**src/rtl/panel_key_pkg.sv**
```systemverilog
// Package: shared types and the mode-to-enable table for the panel switch gate.
// Assumes three buttons in fixed index order: start, stop, reset.
package panel_key_pkg;

    localparam int KEY_COUNT = 3;
    localparam int KEY_START = 0;
    localparam int KEY_STOP  = 1;
    localparam int KEY_RESET = 2;

    typedef enum logic [1:0] {
        MODE_MANUAL = 2'b00,
        MODE_SET    = 2'b01,
        MODE_CONT   = 2'b10,
        MODE_PROG   = 2'b11
    } panel_mode_e;

    // Enable vector for one mode; bit index follows the KEY_* order.
    function automatic logic [KEY_COUNT-1:0] key_enables(panel_mode_e m);
        logic [KEY_COUNT-1:0] en;
        en = '0;
        case (m)
            MODE_MANUAL: begin
                en[KEY_START] = 1'b1;
                en[KEY_STOP]  = 1'b1;
                en[KEY_RESET] = 1'b1;
            end
            MODE_SET: begin
                en[KEY_START] = 1'b1;
                en[KEY_RESET] = 1'b1;
            end
            default: en = '0;
        endcase
        return en;
    endfunction

endpackage

```
**src/rtl/key_sync.sv**
```systemverilog
// Module: key_sync
// Brings one asynchronous button level into the clock domain through a
// chain of STAGES flops. Assumes the input is a slow level, not a pulse.
module key_sync #(
    parameter int STAGES = 2
) (
    input  logic clk,
    input  logic rst_n,
    input  logic async_in,
    output logic sync_out
);
    logic [STAGES-1:0] chain;

    // Shift the raw level through the synchroniser chain.
    always_ff @(posedge clk) begin
        if (!rst_n) begin
            chain <= '0;
        end else begin
            chain <= {chain[STAGES-2:0], async_in};
        end
    end

    assign sync_out = chain[STAGES-1];
endmodule

```
**src/rtl/key_debounce.sv**
```systemverilog
// Module: key_debounce
// Holds a filtered level for one synchronised button. The level changes only
// after the input has differed from it for STABLE_CYCLES consecutive clocks.
// Any return to the held level restarts the count. Assumes STABLE_CYCLES >= 1.
module key_debounce #(
    parameter int STABLE_CYCLES = 800_000
) (
    input  logic clk,
    input  logic rst_n,
    input  logic sync_in,
    output logic level
);
    localparam int CNT_W = (STABLE_CYCLES > 1) ? $clog2(STABLE_CYCLES) : 1;
    localparam logic [CNT_W-1:0] LAST = CNT_W'(STABLE_CYCLES - 1);

    logic [CNT_W-1:0] run_cnt;

    // Count consecutive differing samples and adopt the new level at the limit.
    always_ff @(posedge clk) begin
        if (!rst_n) begin
            level   <= 1'b0;
            run_cnt <= '0;
        end else if (sync_in == level) begin
            run_cnt <= '0;
        end else if (run_cnt == LAST) begin
            level   <= sync_in;
            run_cnt <= '0;
        end else begin
            run_cnt <= run_cnt + 1'b1;
        end
    end
endmodule

```
**src/rtl/mode_enable_decode.sv**
```systemverilog
// Module: mode_enable_decode
// Turns the two-bit mode code into one enable bit per button, in KEY_* order.
// Purely combinational; assumes the mode code is already synchronous.
module mode_enable_decode
    import panel_key_pkg::*;
(
    input  logic [1:0]           mode_code,
    output logic [KEY_COUNT-1:0] key_en
);
    // Look up the enable vector for the current mode.
    always_comb begin
        key_en = key_enables(panel_mode_e'(mode_code));
    end
endmodule

```
**src/rtl/panel_key_gate.sv**
```systemverilog
// Module: panel_key_gate (top)
// Synchronises and debounces three panel buttons. It emits a one-clock pulse
// on each debounced rising edge when the current mode enables that button,
// and drives one lamp per button showing its enable.
// Assumes a synchronous active-low reset and a mode code synchronous to clk.
module panel_key_gate
    import panel_key_pkg::*;
#(
    parameter int SYNC_STAGES     = 2,
    parameter int DEBOUNCE_CYCLES = 800_000   // 16 ms at 50 MHz
) (
    input  logic       clk,
    input  logic       rst_n,
    input  logic       raw_start,
    input  logic       raw_stop,
    input  logic       raw_reset,
    input  logic [1:0] mode,
    output logic       start_pulse,
    output logic       stop_pulse,
    output logic       reset_pulse,
    output logic       start_lamp,
    output logic       stop_lamp,
    output logic       reset_lamp
);
    logic [KEY_COUNT-1:0] raw_vec;
    logic [KEY_COUNT-1:0] sync_vec;
    logic [KEY_COUNT-1:0] clean_vec;
    logic [KEY_COUNT-1:0] clean_prev;
    logic [KEY_COUNT-1:0] pulse_vec;
    logic [KEY_COUNT-1:0] en_vec;

    assign raw_vec[KEY_START] = raw_start;
    assign raw_vec[KEY_STOP]  = raw_stop;
    assign raw_vec[KEY_RESET] = raw_reset;

    mode_enable_decode u_decode (
        .mode_code (mode),
        .key_en    (en_vec)
    );

    for (genvar k = 0; k < KEY_COUNT; k++) begin : g_key
        key_sync #(.STAGES(SYNC_STAGES)) u_sync (
            .clk      (clk),
            .rst_n    (rst_n),
            .async_in (raw_vec[k]),
            .sync_out (sync_vec[k])
        );

        key_debounce #(.STABLE_CYCLES(DEBOUNCE_CYCLES)) u_deb (
            .clk     (clk),
            .rst_n   (rst_n),
            .sync_in (sync_vec[k]),
            .level   (clean_vec[k])
        );

        // Detect the debounced rising edge and gate it with the live enable.
        always_ff @(posedge clk) begin
            if (!rst_n) begin
                clean_prev[k] <= 1'b0;
                pulse_vec[k]  <= 1'b0;
            end else begin
                clean_prev[k] <= clean_vec[k];
                pulse_vec[k]  <= clean_vec[k] & ~clean_prev[k] & en_vec[k];
            end
        end
    end

    assign start_pulse = pulse_vec[KEY_START];
    assign stop_pulse  = pulse_vec[KEY_STOP];
    assign reset_pulse = pulse_vec[KEY_RESET];

    assign start_lamp  = en_vec[KEY_START];
    assign stop_lamp   = en_vec[KEY_STOP];
    assign reset_lamp  = en_vec[KEY_RESET];
endmodule

```
**config.mk**
```make
export PLATFORM = sky130hd
export DESIGN_NAME = panel_key_gate
export DESIGN_NICKNAME = d
export VERILOG_FILES = /design/src/rtl/panel_key_pkg.sv /design/src/rtl/key_sync.sv /design/src/rtl/key_debounce.sv /design/src/rtl/mode_enable_decode.sv /design/src/rtl/panel_key_gate.sv
export SDC_FILE = /design/constraint.sdc
export NUM_CORES = 1
export LEC_CHECK = 0
export BUFFER_PORTS_ARGS = -buffer_cell sky130_fd_sc_hd__buf_2
export CAP_MARGIN = 15
export CORE_MARGIN = 5
export CORE_UTILIZATION = 48
export CTS_CLUSTER_DIAMETER = 120
export CTS_CLUSTER_SIZE = 14
export DETAILED_ROUTE_END_ITERATION = 16
export GPL_ROUTABILITY_DRIVEN = 0
export PLACE_DENSITY = 0.7
export SLEW_MARGIN = 20
export SYNTH_ARGS = -nofsm -noshare
export SYNTH_HDL_FRONTEND = slang
export SYNTH_SLANG_ARGS = --single-unit
```
**constraint.sdc**
```tcl
create_clock -name clk -period 2.5 [get_ports clk]
set_input_delay 0.375 -clock clk [delete_from_list [all_inputs] [get_ports clk]]
set_output_delay 0.375 -clock clk [all_outputs]
set_load 0.01 [all_outputs]
```
==> results of run 1 <==
## Yosys cell counts (all sizes together) (5+ instances only)
cell type / n
nor4: 13
inv: 16
dfxtp: 75
a21oi: 8
and3: 10
and2: 8
xor2: 22
nand3: 18
o21ai: 5
clkbuf: 6
xnor2: 25
or3: 5
nor3: 13
nor2: 54
nand4: 19
nand2: 20
## worst min path at each step
stage	end	slack, ps	depth (start not counted)
floorplan	reset_pulse	370	1
CTS	stop_pulse	200	2
finish	stop_pulse	210	2
detailed placement	stop_pulse	380	1
global placement	reset_pulse	380	1
global route	stop_pulse	190	2
## state kept, by name, summed over array words and instances (netlist names)
register	count
clean_prev	3
g_key.u_sync.chain	6
g_key.u_deb.level	3
g_key.u_deb.run_cnt	60
reset_pulse	1
stop_pulse	1
start_pulse	1
## through the flow
stage	cells	hold WS (ps)	util, %	instance area, um2	power, mW
floorplan	353	373	-	3180	1.25
global placement	439	376	52.2	3330	1.26
detailed placement	439	384	52.2	3330	1.26
CTS	454	196	55.0	3510	2.13
global route	454	187	55.0	3510	2.19
finish	454	208	55.0	3510	2.10
## logic make-up (layout without fill, tap and decap cells)
| group | count (synthesis) | after routing |
|---|---|---|
| simple gates | 178 | 178 |
| flops | 75 | 75 |
| xor+xnor | 47 | 47 |
| buf+inv | 25 | 49 |
| compound gates | 22 | 22 |
| fa+ha+maj | 3 | 3 |
| mux | 3 | 3 |
## layout make-up
type                    count  area, um2  area share (%)
well taps                  77       96.3            2.74
clock buffers              10        128            3.63
flip-flops and latches     75       1500            42.7
clock inverters             5       55.1            1.57
inverters                  16       60.1            1.71
multi-input cells         253       1570            44.6
repair buffers             18        105            2.99
## power by group through the flow
stage | logic [mW] | registers (mW) | clock network, mW
after floorplan | 0.0206 | 1.23 | 0
after global placement | 0.0326 | 1.23 | 0
after detailed placement | 0.0335 | 1.23 | 0
after CTS | 0.0337 | 1.20 | 0.893
after global routing | 0.0375 | 1.20 | 0.945
final | 0.0327 | 1.20 | 0.865
## metal layers
metal	part of all wire (%)	vias to the layer above	track usage (%)
li1	-	1265	-
met1	50	1107	18.8
met2	45	26	22.7
met3	3.3	9	4.30
met4	1.7	0	5.75
met5	0	-	0
==> qor.yml, run 1 <==
run_status:
  status: "finished clean"
hold_path:
  hp-start: "mode[0]"
  hold_path_class: "input port to flip-flop"
drt:
  drtIter0Drc: 97
  first_pass_iters: 4
  routed_wl_mm: 5.59
  routed_via_density: 5.30
  antenna_left: 0
  vias: 2407
  drt-wirelength-per-cell_um: 12.3
  drc: 0
cts:
  cts.hold.buffers_added: 0
  post_cts_buffers: 0
  clk_latency_ps: 340
  clkTransAtPathRegs_ps: 80
  cts_tree: "done"
  cts_buffers: 9
  cts.sinks: 75
  ctsResizeCount: 0
  clockRootBuffer: "clkbuf_8"
  cts.path.max_buffers: 2
  cts_max_level: 3
global_route:
  grt_pass1_wl_mm: 10.1
  first_global_vias: 2328
  grt_max_degree: 20
  antenna_found_initial: 0
  grt_use_total_pct: 14.5
  grt_overflow: 0
pwr:
  intPower_mw: 1.66
  switchingPower_mw: 0.435
  ir_worst_vdd_v: 0.000509
  clkPwrFrac_pct: 41.2
  seqPwrFrac_pct: 57.3
  switching_share_pct: 20.7
  power.density_mw_per_mm2: 597
  power_frac_comb_pct: 1.6
  leakage_nw: 1.18
logic_synthesis:
  synth_compound_area_share_pct: 4.88
  synth_top_cell_by_area: "dfxtp_1"
  synth-edff-count: 0
  synth_xor_xnor_area_share_pct: 13.0
  synthesis.area_mm2: 0.00318
  yosys_warnings: 0
  synth_top_family_by_area: "simple AND/OR/NAND/NOR gates"
  synth_fa_ha_area_share_pct: 1.18
  yosysSeqAreaShare_pct: 47.3
  synth.top_cells.by_area: "dfxtp_1 (47%), xnor2_1 (6.9%), nor2_1 (6.4%)"
  yosys.area.top_type_share_pct: 47.3
  synth_nets: 363
  yosys.area_share.simple_pct: 29.4
  synth-main-ff-cell: "dfxtp_1"
  synthCells: 353
  synth_area_per_cell_um2: 9.00
  synth.distinct_cells: 39
  ys_ff_latch: 75
  synth-async-reset-ratio_pct: 0
  muxShareOfSynthArea_pct: 0.945
critical_path:
  arrival_ps: 2260
  worstPathCellList: "nand4_1 > or4b_2 > or3_1 > a21oi_1"
  cp.required_ps: 2770
  critPathTopFamily: "simple AND/OR/NAND/NOR gates"
  cpPeakStageDelay_ps: 720
  crit_buf_inv: 0
  cp_max_fo: 6
  crit_start: "g_key[1].u_deb.run_cnt[8]"
  ff2ff_setup_slack_ps: 500
  criticalPathCategory: "flip-flop to flip-flop"
  setup.worst_path.end_class: "flip-flop"
  r2r-end: "g_key[1].u_deb.run_cnt[19]"
  r2r_start: "g_key[1].u_deb.run_cnt[8]"
  reg2reg_depth: 4
  critPathCapture: "g_key[1].u_deb.run_cnt[19]"
  crit_slowest_cell: "or4b_2"
  start_kind: "flip-flop"
  crit_cells: 4
sta:
  maxSlewViolCount: 0
  fin_worst_skew_ps: 7.60
  finalHoldViolations: 0
  fin_crit_sh_pct: 79.9
  rsz0062_at_grt: "no"
  worstMarginPinSlew_ps: 590
  setup_ws_ps: 503
  relSlewSlack_pct: 60.3
  clock.fmax_mhz: 501
  setup_viol_count_final: 0
  finalSetupTns_ps: 0
  layout_min_cycle_time_ps: 2000
place:
  port_buffers: 12
  place_ws_ps: 535
  place.detailed.hpwl_mm: 3.91
die:
  rows: 29
  start_util_pct: 49.7
  dieHeight_um: 91.4
  die_x_um: 91.4
  core_mm2: 0.00639
  pin_count: 13
  die-area_mm2: 0.00835
final_layout:
  drive_gt1_share_pct: 11.4
  final_cell_mix: "dfxtp_1 (75), nor2_1 (54), xnor2_1 (25), xor2_1 (22), nand2_1 (20)"
  n_antenna_cell: 0
  final_nets: 383
  layout_commonest_cell: "dfxtp_1"
  filler_cell_count: 565
  areaGrowthSynthToFinish_pct: 10.6
job:
  drv_cap: 0
Note: power is estimated with default switching activity, not from simulation.
==> inputs of run 2 (changes only) <==
Settings changed: PLACE_DENSITY 0.7 to 0.72.
Clock period 2.5 ns to 1.75 ns, I/O delays scaled along.
==> run 2 against run 1 <==
  * The flow now finishes with violations (setup timing)
  * Total power is 56% higher
  * Routed wire length is 14% higher
  * Flip-flop and latch count stayed put
  * Largest cell class unchanged
  * Final area is 11% higher
  * Critical path type unchanged
  * First-iteration DRC count is 13% higher
  * Core utilization is 5.8 points higher
==> qor.yml, run 2 (synthesis gave the netlist of run 1 again) <==
global_route:
  grt_overflow: 0  # unchanged
  grt_pass1_wl_mm: 11.2  # +11%
  grt_max_degree: 20  # unchanged
  first_global_vias: 2550  # +9.5%
  grt_use_total_pct: 16.2  # +1.7 points
  antenna_found_initial: 0  # unchanged
place:
  place.detailed.hpwl_mm: 4.40  # +12%
  port_buffers: 12  # unchanged
  place_ws_ps: -175  # -710 ps
run_status:
  violations: "setup timing"
  status: "complete, but fails checks"
final_layout:
  areaGrowthSynthToFinish_pct: 22.3
  drive_gt1_share_pct: 21.6  # +10 points
  final_cell_mix: "dfxtp_1 (73), nor2_1 (48), buf_4 (31), xnor2_1 (25), xor2_1 (22)"
  layout_commonest_cell: "dfxtp_1"
  fin_util_pct: 60.8  # +5.8 points
  n_antenna_cell: 0  # unchanged
  largest_register_ffs: 60  # unchanged
  top_regs: "g_key.u_deb.run_cnt (60), g_key.u_sync.chain (6)"
  final_nets: 413  # +7.8%
  largest-register: "g_key.u_deb.run_cnt"
critical_path:
  reg2reg_depth: 5  # +1
  start_kind: "flip-flop"
  cp.required_ps: 1990  # -780 ps
  crit_slowest_cell: "or4_4"
  setup.worst_path.end_class: "flip-flop"
  worst_path_most_repeated_cell: "or4_4"
  cpPeakStageDelay_ps: 530  # -190 ps
  criticalPathCategory: "flip-flop to flip-flop"
  arrival_ps: 2150  # -110 ps
  worstPathCellList: "or4_4 > or4_4 > o31ai_4 > buf_6 > nor2_1"
  cp_max_fo: 7  # +1
sta:
  fin_worst_skew_ps: 5.34  # -2.26 ps
  layout_min_cycle_time_ps: 1920  # -81.2 ps
  setup_viol_count_final: 18  # +18
  timing.hold.ws_ps: 88.0  # -120 ps
  finalHoldViolations: 0  # unchanged
  maxSlewViolCount: 0  # unchanged
  setup_ws_ps: -166  # -669 ps
  rsz0062_at_grt: "yes"
  fin_crit_sh_pct: 109  # +30 points
  relSlewSlack_pct: 74.6  # +14 points
  worstMarginPinSlew_ps: 378  # -212 ps
  clock.fmax_mhz: 522  # +4.2%
drt:
  wl_met3_um: 179  # -4.3%
  top_layer_used: "met4"
  m1WireLength_mm: 3.00  # +7.3%
  drt-wirelength-per-cell_um: 13.2  # +7.1%
  drc: 0  # unchanged
  drtIter0Drc: 110  # +13%
  dr_wl_met2_mm: 3.10  # +23%
  routed_wl_mm: 6.39  # +14%
  antenna_left: 0  # unchanged
  vias: 2618  # +8.8%
  first_pass_iters: 4  # unchanged
  routed_via_density: 5.40  # +1.8%
cts:
  clockRootBuffer: "clkbuf_8"
  cts_tree: "done"
  clkTransAtPathRegs_ps: 70  # about the same
  cts.path.max_buffers: 2  # unchanged
  cts_buffers: 9  # unchanged
  cts_max_level: 3  # unchanged
  cts.sinks: 75  # unchanged
  clk_latency_ps: 340  # about the same
hold_path:
  min_path_cells: 2  # unchanged
  hold_path_class: "input port to flip-flop"
pwr:
  power.total_mw: 3.27  # +56%
  ir_worst_vdd_v: 0.000645  # +27%
  power.density_mw_per_mm2: 841  # +41%
  leakage_nw: 1.37  # +17%
die:
  pin_count: 13  # unchanged
  start_util_pct: 49.7  # unchanged
  die_x_um: 91.4  # unchanged
  rows: 29  # unchanged
  core_mm2: 0.00639  # unchanged
  die-area_mm2: 0.00835  # unchanged
  dieHeight_um: 91.4  # unchanged
job:
  drv_cap: 0  # unchanged
==> run 2: cell types whose count changed in the layout (fill, tap and decap cells not counted), sizes merged <==
cell,previous run,this run
clkbuf,10,12
buf,18,48
clkinvlp,2,1
clkinv,2,1
bufinv,1,2
==> run 2: metal layers <==
layer	vias to the layer above	track usage, %
met5	-	0
li1	1332	-
met4	0	7.09
met3	11	3.55
met2	33	26.8
met1	1242	20.3
==> run 2: cell type report <==
type | instances | area, um2
Clock buffer | 12 | 155
Tap cell | 77 | 96.3
Clock inverter | 4 | 72.6
Sequential cell | 75 | 1500
Fill cell | 538 | 2500
Timing Repair Buffer | 48 | 367
Inverter | 16 | 60.1
Multi-Input combinational cell | 253 | 1630
==> run 2: what timing repair did <==
action,in CTS,in global routing
hold buffers,0,0
resized for setup,8,10
setup buffers,0,0
setup endpoints to repair,18,20
cloned,1,0
pin swaps,5,0
==> run 2: path summary, 6_finish.rpt <==
kind / end / start / slack, ps
setup / recovery: g_key[1].u_deb.run_cnt[12] / g_key[1].u_deb.run_cnt[11] / -170
hold / removal: stop_pulse / mode[0] / 90
setup reg to reg: g_key[1].u_deb.run_cnt[12] / g_key[1].u_deb.run_cnt[11] / -170
hold reg to reg: reset_pulse / clean_prev[2] / 390
==> run 2: report_power, final <==
group	switching, mW	total (mW)	internal, mW	leakage (nW)
Combinational	0.0322	0.0564	0.0242	0.656
Sequential	0.00406	1.72	1.71	0.606
Clock	0.616	1.49	0.879	0.113
==> run 2: worst max-delay path, delay by kind of cell (launching register included) <==
| kind | cells | cell delay [ps] |
|---|---|---|
| simple gates | 3 | 1030 |
| flops | 1 | 330 |
| compound gates | 1 | 280 |
| buf+inv | 1 | 180 |
==> run 2: through the flow <==
step           std cells  setup TNS (ps)  area, um2
3_5_place_dp         468           -2810       3590
3_3_place_gp         468           -2270       3590
6_report             485           -2730       3880
4_1_cts              485           -2780       3850
2_1_floorplan        353           -2470       3190
5_1_grt              485           -3340       3880
